**src/rtl/cardrd_pkg.sv**
```systemverilog
// Package: shared types and constants for the card block-read controller.
// Assumes byte-time values stay below 32 clocks.
package cardrd_pkg;
    localparam logic [7:0] OP_BLOCK_READ = 8'hB7;
    localparam logic [7:0] OP_CHIP_ID    = 8'hB8;
    localparam int         REM_W         = 15;
    localparam int         BT_W          = 5;

    typedef enum logic [1:0] {
        KIND_READ  = 2'd0,
        KIND_ID    = 2'd1,
        KIND_OTHER = 2'd2
    } op_kind_e;

    typedef enum logic [1:0] {
        ST_IDLE = 2'd0,
        ST_WAIT = 2'd1,
        ST_HOLD = 2'd2
    } ctl_state_e;
endpackage

```
**src/rtl/cardrd_decode.sv**
```systemverilog
// Module: command decode.
// Classifies the opcode, builds the big-endian start address, applies the
// protected-area remap and turns the size code into a byte count.
// Purely combinational; bytes 5 to 7 of the command carry no meaning here.
module cardrd_decode
    import cardrd_pkg::*;
#(
    parameter logic [31:0] SEC_BASE = 32'h0000_8000,
    parameter int          WIN_BITS = 9
) (
    input  logic [63:0]      cmd_i,
    input  logic [2:0]       size_i,
    output op_kind_e         kind_o,
    output logic [31:0]      addr_o,
    output logic             secure_o,
    output logic [REM_W-1:0] bytes_o
);
    logic [31:0] raw_addr;
    logic        unused_tail_bytes;

    assign unused_tail_bytes = ^cmd_i[63:40];

    // Address: command byte 1 is the most significant.
    assign raw_addr = {cmd_i[15:8], cmd_i[23:16], cmd_i[31:24], cmd_i[39:32]};

    // Opcode classification.
    always_comb begin
        if (cmd_i[7:0] == OP_BLOCK_READ)   kind_o = KIND_READ;
        else if (cmd_i[7:0] == OP_CHIP_ID) kind_o = KIND_ID;
        else                               kind_o = KIND_OTHER;
    end

    // Redirect reads below the protected boundary into a small window.
    always_comb begin
        secure_o = (raw_addr < SEC_BASE);
        if (secure_o)
            addr_o = SEC_BASE + {{(32-WIN_BITS){1'b0}}, raw_addr[WIN_BITS-1:0]};
        else
            addr_o = raw_addr;
    end

    // Size code to byte count.
    always_comb begin
        case (size_i)
            3'd0:    bytes_o = '0;
            3'd7:    bytes_o = REM_W'(4);
            default: bytes_o = REM_W'(256) << size_i;
        endcase
    end
endmodule

```
**src/rtl/cardrd_bytetime.sv**
```systemverilog
// Module: byte-time selector.
// Gives the number of clocks per card byte from the rate select and the
// slow-access input. Assumes SLOW_CLKS*2 fits in BT_W bits.
module cardrd_bytetime
    import cardrd_pkg::*;
#(
    parameter int FAST_CLKS = 5,
    parameter int SLOW_CLKS = 8
) (
    input  logic            rate_sel_i,
    input  logic            slow_acc_i,
    output logic [BT_W-1:0] bt_o
);
    logic [BT_W-1:0] base;

    // Base byte-time from the rate select.
    assign base = rate_sel_i ? BT_W'(SLOW_CLKS) : BT_W'(FAST_CLKS);

    // Doubling for slow access.
    assign bt_o = slow_acc_i ? (base << 1) : base;
endmodule

```
**src/rtl/cardrd_timer.sv**
```systemverilog
// Module: word-delay countdown.
// On load it counts units*bt clocks. fetch_o is high one cycle before
// done_o, so a one-cycle synchronous memory can deliver in time.
// Assumes units*bt is at least 2 and that no load arrives while running.
module cardrd_timer
    import cardrd_pkg::*;
#(
    parameter int UNIT_W = 7,
    parameter int CNT_W  = UNIT_W + BT_W
) (
    input  logic              clk,
    input  logic              rst_n,
    input  logic              load_i,
    input  logic [UNIT_W-1:0] units_i,
    input  logic [BT_W-1:0]   bt_i,
    output logic              fetch_o,
    output logic              done_o
);
    logic [CNT_W-1:0] cnt_q;
    logic             run_q;

    // Countdown register with run flag.
    always_ff @(posedge clk) begin
        if (!rst_n) begin
            cnt_q <= '0;
            run_q <= 1'b0;
        end else if (load_i) begin
            cnt_q <= CNT_W'(units_i) * CNT_W'(bt_i) - CNT_W'(1);
            run_q <= 1'b1;
        end else if (run_q) begin
            if (cnt_q == '0) run_q <= 1'b0;
            else             cnt_q <= cnt_q - CNT_W'(1);
        end
    end

    assign fetch_o = run_q && (cnt_q == CNT_W'(1));
    assign done_o  = run_q && (cnt_q == '0);
endmodule

```
**src/rtl/cardrd_ctrl.sv**
```systemverilog
// Module: card ROM block-read controller (top).
// Runs a command on a start pulse, fetches block-read words from a
// synchronous ROM port with byte-time accurate spacing, and hands them to
// the host through a word-ready/read handshake.
// Assumes the ROM returns data the cycle after rom_req_o.
module cardrd_ctrl
    import cardrd_pkg::*;
#(
    parameter int          LAT_W    = 6,
    parameter logic [31:0] CHIP_ID  = 32'hC2FF_01C0,
    parameter logic [31:0] SEC_BASE = 32'h0000_8000,
    parameter int          WIN_BITS = 9
) (
    input  logic             clk,
    input  logic             rst_n,
    input  logic [63:0]      cmd_i,
    input  logic [2:0]       blk_size_i,
    input  logic [LAT_W-1:0] latency_i,
    input  logic             rate_sel_i,
    input  logic             slow_acc_i,
    input  logic             start_i,
    input  logic             irq_en_i,
    input  logic             dma_arm_i,
    input  logic             rd_i,
    output logic [31:0]      rd_data_o,
    output logic             word_ready_o,
    output logic             busy_o,
    output logic             dma_req_o,
    output logic             irq_o,
    output logic             secure_err_o,
    output logic             rom_req_o,
    output logic [31:0]      rom_addr_o,
    input  logic [31:0]      rom_data_i
);
    localparam int UNIT_W = LAT_W + 1;
    localparam int CNT_W  = UNIT_W + BT_W;

    ctl_state_e       state_q;
    op_kind_e         kind;
    logic [31:0]      dec_addr;
    logic             dec_secure;
    logic [REM_W-1:0] dec_bytes;
    logic [BT_W-1:0]  bt_now;
    logic [BT_W-1:0]  bt_q;
    logic [31:0]      addr_q;
    logic [REM_W-1:0] remain_q;
    logic             ready_q;
    logic             accept;
    logic             go_read;
    logic             go_next;
    logic             consume;
    logic             tmr_load;
    logic [UNIT_W-1:0] tmr_units;
    logic [BT_W-1:0]  tmr_bt;
    logic             tmr_fetch;
    logic             tmr_done;

    cardrd_decode #(.SEC_BASE(SEC_BASE), .WIN_BITS(WIN_BITS)) u_decode (
        .cmd_i    (cmd_i),
        .size_i   (blk_size_i),
        .kind_o   (kind),
        .addr_o   (dec_addr),
        .secure_o (dec_secure),
        .bytes_o  (dec_bytes)
    );

    cardrd_bytetime u_bytetime (
        .rate_sel_i (rate_sel_i),
        .slow_acc_i (slow_acc_i),
        .bt_o       (bt_now)
    );

    // Handshake qualifiers.
    assign accept  = start_i && (state_q == ST_IDLE);
    assign go_read = accept && (kind == KIND_READ) && (dec_bytes != '0);
    assign consume = rd_i && ready_q && (state_q == ST_HOLD);
    assign go_next = consume && (remain_q != '0);

    // Timer load: initial latency on start, four bytes per later word.
    assign tmr_load  = go_read || go_next;
    assign tmr_units = go_read ? (UNIT_W'(latency_i) + UNIT_W'(12)) : UNIT_W'(4);
    assign tmr_bt    = go_read ? bt_now : bt_q;

    cardrd_timer #(.UNIT_W(UNIT_W), .CNT_W(CNT_W)) u_timer (
        .clk     (clk),
        .rst_n   (rst_n),
        .load_i  (tmr_load),
        .units_i (tmr_units),
        .bt_i    (tmr_bt),
        .fetch_o (tmr_fetch),
        .done_o  (tmr_done)
    );

    // Main control state, data word and pulse outputs.
    always_ff @(posedge clk) begin
        if (!rst_n) begin
            state_q      <= ST_IDLE;
            ready_q      <= 1'b0;
            addr_q       <= '0;
            remain_q     <= '0;
            bt_q         <= '0;
            rd_data_o    <= '0;
            dma_req_o    <= 1'b0;
            irq_o        <= 1'b0;
            secure_err_o <= 1'b0;
        end else begin
            dma_req_o <= 1'b0;
            irq_o     <= 1'b0;
            case (state_q)
                ST_IDLE: begin
                    if (accept && kind == KIND_READ) begin
                        secure_err_o <= dec_secure && (dec_bytes != '0);
                        if (dec_bytes != '0) begin
                            state_q  <= ST_WAIT;
                            addr_q   <= dec_addr;
                            remain_q <= dec_bytes;
                            bt_q     <= bt_now;
                        end
                    end else if (accept) begin
                        secure_err_o <= 1'b0;
                        state_q      <= ST_HOLD;
                        ready_q      <= 1'b1;
                        remain_q     <= '0;
                        rd_data_o    <= (kind == KIND_ID) ? CHIP_ID : 32'hFFFF_FFFF;
                    end
                end
                ST_WAIT: begin
                    if (tmr_done) begin
                        state_q   <= ST_HOLD;
                        ready_q   <= 1'b1;
                        rd_data_o <= rom_data_i;
                        addr_q    <= addr_q + 32'd4;
                        remain_q  <= remain_q - REM_W'(4);
                        dma_req_o <= dma_arm_i;
                        irq_o     <= irq_en_i && (remain_q == REM_W'(4));
                    end
                end
                ST_HOLD: begin
                    if (consume) begin
                        ready_q <= 1'b0;
                        state_q <= go_next ? ST_WAIT : ST_IDLE;
                    end
                end
                default: state_q <= ST_IDLE;
            endcase
        end
    end

    assign busy_o       = (state_q != ST_IDLE);
    assign word_ready_o = ready_q;
    assign rom_req_o    = tmr_fetch;
    assign rom_addr_o   = addr_q;
endmodule

```
**config.mk**
```make
export PLATFORM = sky130hd
export DESIGN_NAME = cardrd_ctrl
export DESIGN_NICKNAME = d
export VERILOG_FILES = /design/src/rtl/cardrd_pkg.sv /design/src/rtl/cardrd_decode.sv /design/src/rtl/cardrd_bytetime.sv /design/src/rtl/cardrd_timer.sv /design/src/rtl/cardrd_ctrl.sv
export SDC_FILE = /design/constraint.sdc
export NUM_CORES = 1
export LEC_CHECK = 0
export ABC_AREA = 1
export BUFFER_PORTS_ARGS = -buffer_cell sky130_fd_sc_hd__buf_4
export CORE_MARGIN = 2
export CORE_UTILIZATION = 49
export CTS_CLUSTER_DIAMETER = 60
export DETAILED_ROUTE_END_ITERATION = 10
export GPL_ROUTABILITY_DRIVEN = 0
export PLACE_DENSITY = 0.77
export RECOVER_POWER = 100
export SLEW_MARGIN = 30
export SYNTH_ARGS = -nofsm -noshare
export SYNTH_HDL_FRONTEND = slang
export SYNTH_SLANG_ARGS = --single-unit
```
**constraint.sdc**
```tcl
create_clock -name clk -period 3.8 [get_ports clk]
set_input_delay 0.38 -clock clk [delete_from_list [all_inputs] [get_ports clk]]
set_output_delay 0.38 -clock clk [all_outputs]
set_load 0.02 [all_outputs]
```
==> summary.md <==
| Metric | Value |
|---|---|
| Max-cap violations | `0` |
| Clock skew | `between 9 and 10 ps` |
| Slowest stage cell on the critical path | `fa_1` |
| CTS tree | `built` |
| CTS Buf Count | `9` |
| Largest fanout on the critical path | `5` |
| Reg-to-reg startpoint | `state_q[0]$_SDFFE_PN0P_` |
| Clock transition at path regs | `roughly 80 ps` |
| Pleak | `about 4.2 nW` |
| #FFs+latches synth | `100` |
| DR vias/cell | `~5.2` |
| Worst slew pin tran | `between 900 and 1000 ps` |
| # setup viols final | `4` |
| Setup crit start kind | `flip-flop` |
| Antenna-violating nets left | `0` |
| Post-route design area | `9412 um2` |
| Most frequent cells after synthesis | `nand2_1 (318), nor2_1 (236), inv_1 (141), dfxtp_1 (100), nand3_1 (78)` |
| Post-layout nets | `~1600` |
| Pwr Density | `281.1 nW/um2` |
| Final setup margin | `-35.69 ps` |
| Buffers on Ports | `roughly 160` |
| Distinct cells, synth | `40` |
| Post-route DRC | `0` |
| Area after DPL | `roughly 9000 um2` |
| Drt initial violations | `around 730` |
| Vias | `around 8000` |
| Status | `complete, but fails checks` |
| Worst Setup SP | `state_q[0]$_SDFFE_PN0P_` |
| Hold Violations, Final | `0` |
| GRT Total Usage | `about a quarter` |
| Total length of routed wires | `21480 um` |
| Slowest stage delay, CP | `~500 ps` |
| Die Wd | `roughly 130 um` |
| Die area | `16080 um2` |
| Count leader, synth | `nand2_1` |
| Worst vdd ir | `0.2787 mV` |
| Max Slew Vio Count | `0` |
| Drt wl/cell | `roughly 14 um` |
| Setup Crit Path Kind | `reg2reg` |
| Total Neg Setup Slack | `-63.73 ps` |
| WP buf/inv | `5` |
| Synthesized cell area | `7388 um2` |
| Ys async rst share | `0%` |
| Avg Cell Area, Syn | `slightly above 6 um2` |
| Share of cells above drive strength 1 | `18.63%` |
| Crit-path cells | `inv_2 -> nand2_4 -> nor2_4 -> nand3_4 -> inv_6 -> o21ai_4 -> or2_1 -> fa_1 -> inv_1 -> fa_1 -> inv_1 -> fa_1 -> inv_2 -> ha_4 -> nand2_4 -> o21ai_4 -> nand2_2 -> nand2_1 -> nand2_1 -> nand2_1 -> nand2_1 -> a21oi_2` |
| CORE AREA | `between 10000 and 15000 um2` |
| Clock root cell | `clkbuf_16` |
| RSZ-0062 raised after global routing | `yes` |
| Most used cell, CP | `nand2_1` |
| Area grow syn2layout | `27.38%` |
| Top_reg_cell synth | `dfxtp_1` |
| Cell Count, Final, Fillers Out | `between 1500 and 2000` |
| # rows | `44` |
| Synth top area share | `27.10%` |
| Mapped Cells | `~1200` |
| Delay-heaviest family, CP | `adder cells` |
| Crit end category | `flip-flop` |
| Reg2reg setup slack | `-40 ps` |
| Sequential fraction of the synthesis area | `27.10%` |
| Failing checks | `negative setup slack` |
| Clk buf depth | `2` |
| Clock latency at the later pin of the worst-skew pair | `360 ps` |
| Worst endpoint required time | `roughly 4100 ps` |
| Antenna Cells | `0` |
| Fmax | `0.2607 GHz` |
| TritonCTS Sinks | `100` |
| IO Count | `183` |
| Placed cells | `1566` |
| Slew HR | `39.81%` |
| Pre-Repair DR Iteration Count | `5` |
| CP arrival | `4130 ps` |
| Fin crit share | `100.9%` |
| Hold path startpoint | `rom_data_i[31]` |
| Final Core Density | `64.27%` |
| Initial Util | `between 50% and 60%` |
| Synth area leader | `dfxtp_1` |
| Period minus WS final | `about 3800 ps` |
| Vias in the first global route | `about 7300` |
| Die height | `about 130 um` |
| GR Overflow Total | `0` |
| EDFF count, synth | `0` |
| Synth top area cells | `dfxtp_1 (27%), nand2_1 (16%), nor2_1 (12%), inv_1 (7.2%), ha_1 (5.6%)` |
| Layout fillers | `roughly 1400` |
| First-pass GRT wire length | `34280 um` |
| Post-DP HPWL | `around 16000 um` |
| Pin count of the biggest net entering global routing | `between 70 and 80` |
| H-tree depth | `3` |
| Syn_nets | `between 1000 and 1500` |
| Worst hold-check path type | `in2reg` |
| Synth warn | `0` |
| Antenna violations before repair | `0` |
## flip-flops by register name, indices dropped and copies added, names as in the netlist
register and cells:
u_timer.run_q 1, secure_err_o 1, u_timer.cnt_q 12, bt_q 4, rom_addr_o 32, irq_o 1
state_q 2, remain_q 13, dma_req_o 1, word_ready_o 1, rd_data_o 32
## stage by stage
step	hold WS (ps)	setup slack (ps)	total power, mW
after global routing	239.0	-252.1	2.761
after floorplan	453.6	-12.83	1.488
after CTS	241.2	0.8420	2.682
after global placement	462.5	-255.6	1.698
after detailed placement	460.2	-393.6	1.708
final	248.1	-35.69	2.646
## metal layers
layer | part of all wire [%] | up-vias | global-route usage, % | routed length [um]
met2 | 47 | 293 | 43.12 | 10090
li1 | - | 4202 | - | -
met4 | 1.8 | 0 | 6.658 | 376
met1 | 44 | 3713 | 33.82 | 9434
met3 | 7.4 | 29 | 5.989 | 1579
met5 | 0 | - | 0 | 0
## cells by family (layout without fill, tap and decap cells)
group / after synthesis / after routing / synth area share (%)
buffers and inverters: 189 / 382 / 10.08
adders and majority gates: 51 / 51 / 10.47
DFF: 100 / 100 / 27.10
and+or+nand+nor: 695 / 695 / 39.09
AOI/OAI and AO/OA: 165 / 165 / 11.74
xor gates and xnor gates: 13 / 13 / 1.541
## layout make-up
type	count	area [um2]	area share (%)
repair buffers	215	1460	15.51
inverters	150	569.3	6.049
flip-flops and latches	100	2003	21.28
well taps	184	230.2	2.446
repair inverters	1	6.256	0.06647
clock inverters	7	81.33	0.8641
clock buffers	9	225.2	2.393
multi-input cells	924	4836	51.38
## where the power goes
| group | switching, mW | total [mW] | internal [mW] |
|---|---|---|---|
| sequential | 0.0336 | 1.13 | 1.10 |
| clock | 0.453 | 0.977 | 0.523 |
| combinational | 0.331 | 0.537 | 0.206 |
## final timing paths
check                                       end  depth (start not counted)
setup / recovery  u_timer.cnt_q[8]$_SDFFE_PN0P_                         22
hold / removal       rd_data_o[31]$_SDFFE_PN0P_                          3
setup reg to reg  u_timer.cnt_q[8]$_SDFFE_PN0P_                         22
hold reg to reg        remain_q[3]$_SDFFE_PN0P_                          2
## tightest hold or removal path, cell delays in order
cell,delay [ps]
buf_4,80
nor3_1,40
nor2_1,80
## what timing repair did
| action | 4_1_cts | 5_1_grt |
|---|---|---|
| gates cloned | 1 | 0 |
| resized for setup | 10 | 29 |
| pin swaps | 4 | 23 |
| setup endpoints to repair | 7 | 9 |
| buffers inserted | 2 | 5 |
| hold buffers | 0 | 0 |
## cell usage in the layout, fill, tap and decap left out, drive strengths merged, types with 33 or more instances in the layout
cell,count
a21oi,62
dfxtp,100
buf,172
ha,33
nor2,242
o21ai,93
inv,153
nand3,80
nand2,324
clkbuf,52
(Power assumes the default switching activity.)
